### config.mk
export PLATFORM = sky130hd
export DESIGN_NAME = fxp_arith_unit
export DESIGN_NICKNAME = d
export VERILOG_FILES = /design/src/rtl/fxp_arith_unit.sv
export SDC_FILE = /design/constraint.sdc
export NUM_CORES = 1
export LEC_CHECK = 0
export ABC_AREA = 1
export ABC_CLOCK_PERIOD_IN_PS = 15850
export BUFFER_PORTS_ARGS = -buffer_cell sky130_fd_sc_hd__clkbuf_2
export CELL_PAD_IN_SITES_DETAIL_PLACEMENT = 1
export CELL_PAD_IN_SITES_GLOBAL_PLACEMENT = 1
export CORE_ASPECT_RATIO = 1.2
export CORE_MARGIN = 1
export CORE_UTILIZATION = 54
export DETAILED_ROUTE_END_ITERATION = 16
export GPL_ROUTABILITY_DRIVEN = 1
export PLACE_DENSITY_LB_ADDON = 0.08
export SYNTH_ARGS = -nofsm -noshare
export SYNTH_HDL_FRONTEND = slang
export SYNTH_SLANG_ARGS = --single-unit
### constraint.sdc
create_clock -name clk -period 15.85 [get_ports clk]
set_clock_uncertainty 0.15 [all_clocks]
set_input_delay 3.9625 -clock clk [delete_from_list [all_inputs] [get_ports clk]]
set_output_delay 3.9625 -clock clk [all_outputs]
set_load 0.02 [all_outputs]
### src/rtl/fxp_arith_unit.sv
module fxp_arith_unit #(
  parameter int DEPTH     = 2,
  parameter bit MULT      = 1'b1,
  parameter int INT_BITS  = 3,
  parameter int FRAC_BITS = 12,
  localparam int W   = 1 + INT_BITS + FRAC_BITS,
  localparam int PW  = 2 * W,
  localparam int PTR = (DEPTH > 1) ? $clog2(DEPTH) : 1,
  localparam int CW  = $clog2(DEPTH + 1)
) (
  input  logic         clk,
  input  logic         rst_n,
  input  logic         a_valid,
  input  logic [W-1:0] a_data,
  output logic         a_ready,
  input  logic         b_valid,
  input  logic [W-1:0] b_data,
  output logic         b_ready,
  output logic         res_valid,
  output logic [W-1:0] res_data,
  input  logic         res_ready
);

  function automatic logic [PTR-1:0] step_ptr(input logic [PTR-1:0] p);
    return (p == PTR'(DEPTH - 1)) ? '0 : p + 1'b1;
  endfunction

  logic [W-1:0]   a_mem [DEPTH];
  logic [W-1:0]   b_mem [DEPTH];
  logic [W-1:0]   r_mem [DEPTH];
  logic [PTR-1:0] a_wp, a_rp, b_wp, b_rp, r_wp, r_rp;
  logic [CW-1:0]  a_cnt, b_cnt, r_cnt;
  logic [W-1:0]   alu;
  logic           a_push, b_push, r_pop, fire;

  assign r_pop     = res_valid && res_ready;
  assign fire      = (a_cnt != '0) && (b_cnt != '0) && ((r_cnt != CW'(DEPTH)) || r_pop);
  assign a_ready   = (a_cnt != CW'(DEPTH)) || fire;
  assign b_ready   = (b_cnt != CW'(DEPTH)) || fire;
  assign a_push    = a_valid && a_ready;
  assign b_push    = b_valid && b_ready;
  assign res_valid = (r_cnt != '0);
  assign res_data  = r_mem[r_rp];

  generate
    if (MULT) begin : g_mul
      logic [PW-1:0] ext_a, ext_b, prod;
      assign ext_a = {{W{a_mem[a_rp][W-1]}}, a_mem[a_rp]};
      assign ext_b = {{W{b_mem[b_rp][W-1]}}, b_mem[b_rp]};
      assign prod  = ext_a * ext_b;
      assign alu   = W'(prod >> FRAC_BITS);
    end else begin : g_add
      assign alu = a_mem[a_rp] + b_mem[b_rp];
    end
  endgenerate

  always_ff @(posedge clk) begin
    if (!rst_n) begin
      a_wp <= '0; a_rp <= '0; a_cnt <= '0;
      b_wp <= '0; b_rp <= '0; b_cnt <= '0;
      r_wp <= '0; r_rp <= '0; r_cnt <= '0;
    end else begin
      if (a_push) begin
        a_mem[a_wp] <= a_data;
        a_wp <= step_ptr(a_wp);
      end
      if (b_push) begin
        b_mem[b_wp] <= b_data;
        b_wp <= step_ptr(b_wp);
      end
      if (fire) begin
        r_mem[r_wp] <= alu;
        r_wp <= step_ptr(r_wp);
        a_rp <= step_ptr(a_rp);
        b_rp <= step_ptr(b_rp);
      end
      if (r_pop) r_rp <= step_ptr(r_rp);
      a_cnt <= a_cnt + CW'(a_push) - CW'(fire);
      b_cnt <= b_cnt + CW'(b_push) - CW'(fire);
      r_cnt <= r_cnt + CW'(fire) - CW'(r_pop);
    end
  end

endmodule

# After elaboration in Yosys (flattened, before gate mapping)
# Memories as Yosys holds them, arrays and structs flattened. A register that Yosys moved wholly into a read port is not among the register bits.
# Index checks and enable logic that the tools add are counted.
dict set report totals {
  register_bits 12
  mem_bits_rw 96
  input_bits 37
  output_inout_bits 19
  memories 3
}
# memory depth word_bits rd rd_clocked_by_memory_dff wr line_no
set mem_list {}
lappend mem_list {a_mem 2 16 1 1 1 28} ;# logic [W-1:0] a_mem [DEPTH];
lappend mem_list {b_mem 2 16 1 1 1 29} ;# logic [W-1:0] b_mem [DEPTH];
lappend mem_list {r_mem 2 16 1 1 1 30} ;# logic [W-1:0] r_mem [DEPTH];
dict set report classes {
  add_sub_neg 12
  n_mul 1
  eq_ne 3
  n_mux 21
  n_reduce_logical 11
}
# cell count
set op_table {}
lappend op_table {{multiplier 16 x 16 -> 28 bit} 1}
lappend op_table {{two-way mux 1 bit} 21}
lappend op_table {{adder 1 bit, second input constant} 6}
lappend op_table {{adder 2 x 1 -> 2 bit} 3}
lappend op_table {{inequality test 2 bit, second input constant} 3}
lappend op_table {{nonzero test 2 bit} 3}
lappend op_table {{subtractor 2 x 1 -> 2 bit} 3}
lappend op_table {{logical AND 1 bit} 5}
lappend op_table {{logical OR 1 bit} 3}

# Longest topological paths before layout
dict set report depth {
  word_depth 9
  depth_mapped 30
  mapped_depth_nobuf 29
}

# Worst setup path before layout
# No wires, ideal clock.
dict set report synth_timing {
  path_kind {input to output}
  startpoint {input port res_ready}
  endpoint {output port a_ready}
  t_arrival_ns 4.483
  slack_ns 7.254
  stages 3
  n_path_buf 0
  path_cell_list {nand2_1 -> a31o_2 -> nand3b_1}
}
dict set report synth_between {
  elab_chain_len 4
}
# item line_no
set synth_lines {}
lappend synth_lines {{start, declared} 21} ;# input logic res_ready
lappend synth_lines {{logical AND 1 bit} 36} ;# assign r_pop = res_valid && res_ready;
lappend synth_lines {{logical OR 1 bit} 37} ;# assign fire = (a_cnt != '0) && (b_cnt != '0) && ((r_cnt != CW'(DEPTH)) || r_pop);
lappend synth_lines {{logical AND 1 bit} 37}
lappend synth_lines {{logical OR 1 bit} 38} ;# assign a_ready = (a_cnt != CW'(DEPTH)) || fire;
lappend synth_lines {{end, declared} 15} ;# output logic a_ready,
# Every way passes these cells.

# Worst setup path in the final report
# Ends and elaborated chain as after synthesis.

==> out/metrics.yaml <==
logic_synthesis:
  syn_area_per_cell_um2: 8.96
  synth.top_cell.area_share_pct: 34.2
  synth-edff-count: 96
  ys_types: 43
  syn_nets: 1836
  ys_seq_area_share_pct: 23.8
  synth_async_sr_flop_share_pct: 0
  yosys.area.top_type: "fa_1"
  syn_inst: 1491
  synth_ff_type: "edfxtp_1"
  ys_warn_count: 0
  ys_ff_latch: 111
  synth.top_cells.by_count: "inv_1 (357), nand2_1 (312), fa_1 (228)"
  netlist_top_cells_area: "fa_1 (34%), edfxtp_1 (22%), inv_1 (10%)"
  synth_most_common_cell: "inv_1"
  syn_area_um2: 13400
global_routing:
  grt-ovfl-total: 0
  grt_pass1_vias: 11700
  antenna_found_initial: 0
  grtUsageTotal_pct: 32.1
  grt_pass1_wl_um: 60100
  grt_max_degree: 24
drt:
  avgViaCountPerCell: 5.43
  drc: 0
  vias: 10200
  avgRoutedWirePerCell_um: 20.0
  totalWireLength_um: 37300
  antenna_left: 0
  drtPass1Iterations: 7
  drt_iter0_markers: 449
floorplan:
  rows: 62
  boundaryPins: 56
  dieArea_um2: 25400
  core-area_um2: 24100
  dieWidth_um: 146
  start_util_pct: 55.4
  die_height_um: 174
cts:
  cts_resized: 0
  clk-insertion-delay-late_ns: 0.38
  ctsHtreeMaxLevel: 3
  cts_tree: "built"
  cts_buffers: 9
  hold_buffers: 0
  clock-root-buffer: "clkbuf_16"
  path_clk_slew_ns: 0.08
  ctsLongestPathBuffers: 2
  post-cts-setup-buffers: 0
  clock_sinks: 111
layout:
  layout-drive-gt1-share_pct: 10.1
  fill_cells: 2843
  antenna_cells: 0
  syn_to_final_growth_pct: 7.58
  layout.nets: 1891
worst_setup_path:
  critical_path.cell_chain: "clkbuf_2 -> nand2_1 -> a31o_2 -> nand3b_1 -> clkbuf_2"
  max_stage_delay_ns: 0.25
  cp.required_ns: 11.74
  path_class: "in -> out"
  worst_setup_path_end_kind: "output pin"
  crit_top_cell: "clkbuf_2"
  crit_fanout: 6
  path_delay_family: "buffers and inverters"
  cp_data_arrival_time_ns: 4.68
  cpMaxStageDelayCell: "a31o_2"
  cp-start-kind: "input pin"
  cp.buffers_inverters: 2
status:
  status: "complete, no violations"
timing:
  period_share_pct: 55.5
  rsz0062_at_grt: "no"
  worst_slew_pin_slew_ns: 0.908
  period_needed_ns: 8.79
  fmax_mhz: 114
  hold_viol_final: 0
  slew_violations: 0
  max_slew_margin_pct: 39.3
  setup_tns_ns: 0
  setup_viol: 0
place:
  port_buffers: 55
  hpwl_um: 30700
  gp_congestion: 0.908
worst_hold_path:
  min_path_type: "reg -> reg"
job:
  drv_cap: 0
-- cell type report --
class                   count  area, µm²  area share (%)
clock inverters             7       91.3           0.636
inverters                 371       1400            9.71
repair buffers             72        403            2.80
multi-input cells         981       8670            60.4
well taps                 320        400            2.79
flip-flops and latches    111       3180            22.1
clock buffers               9        225            1.57
-- worst reg2reg max path, stage by stage (launching register included) --
cell and delay (ns):
dfxtp_1 0.30, buf_4 0.20, inv_2 0.22, nand2_1 0.08
nand2_1 0.49, inv_1 0.27, nor2_1 0.34, inv_1 0.13
fa_1 0.57, inv_1 0.16, fa_1 0.77, fa_1 0.51
fa_1 0.51, fa_1 0.49, inv_1 0.05, fa_1 0.48
inv_1 0.05, ha_1 0.36, a21oi_1 0.25, o21bai_1 0.10
a21oi_1 0.18, o21ai_0 0.11, a21oi_1 0.28, nand2_1 0.10
nand2_1 0.07, nand2_1 0.07
-- placed cells by master (no fill, tap or decap), types with 3 or more instances in the layout --
cell type / count
clkbuf_2: 55
o21ai_1: 5
ha_1: 80
o21bai_1: 5
nand4_1: 4
or2_2: 19
xor2_1: 12
clkinv_8: 3
nand2_1: 312
o21ai_0: 20
nor3_1: 5
clkinv_1: 7
nand3b_1: 3
nor2_1: 163
nand3_1: 25
a21o_1: 3
clkbuf_16: 9
inv_2: 6
mux2_2: 16
inv_1: 357
nor3_2: 3
a31oi_1: 4
edfxtp_1: 96
fa_1: 228
a21oi_1: 36
nand2_2: 6
o31ai_1: 3
o21ai_2: 12
o211ai_1: 3
dfxtp_1: 15
buf_4: 17
inv_8: 3
nor4_1: 3
-- final timing paths --
path                  start            to  slack, ns  depth (start not counted)
setup / recovery  res_ready       a_ready       7.06                          5
hold / removal         b_rp          b_rp       0.31                          1
hold reg to reg        b_rp          b_rp       0.31                          1
setup reg to reg       flop  r_mem[0][14]       8.30                         25
-- kinds of logic after synthesis --
logic type	count (synthesis)	share of synthesized area (%)
AO/OA/AOI/OAI	94	4.16
XOR/XNOR	14	0.918
adder cells (fa/ha/maj)	308	41.7
buffers and inverters	399	11.5
flip-flops	111	23.8
multiplexers	16	1.35
AND/OR/NAND/NOR	549	16.6
-- per-layer routing --
layer,wire length (µm),vias up,track usage [%]
met5,0,-,0
met4,2830,0,22.8
met2,19500,304,58.1
li1,-,4571,-
met3,1660,132,4.72
met1,13300,5147,34.2
-- through the flow --
stage	worst slack [ns]	hold WS (ns)	std cells	instance area [µm²]	utilization [%]
final	7.06	0.310	1871	14400	59.6
after global routing	6.98	0.338	1871	14400	59.6
after CTS	7.06	0.313	1871	14400	59.6
after detailed placement	7.06	0.300	1855	14100	58.3
after global placement	7.07	0.286	1855	14100	58.3
after floorplan	7.25	0.276	1491	13400	-
-- flip-flops by register name, summed over array words and instances (netlist names), named ones only --
register	flops
a_cnt	2
r_mem	32
b_mem	32
a_mem	32
r_rp	1
b_rp	1
b_wp	1
a_rp	1
b_cnt	2
r_cnt	2
r_wp	1
a_wp	1
Power is not shown: default switching activity piles up to over one toggle a cycle in this logic, so the estimate is an artifact.
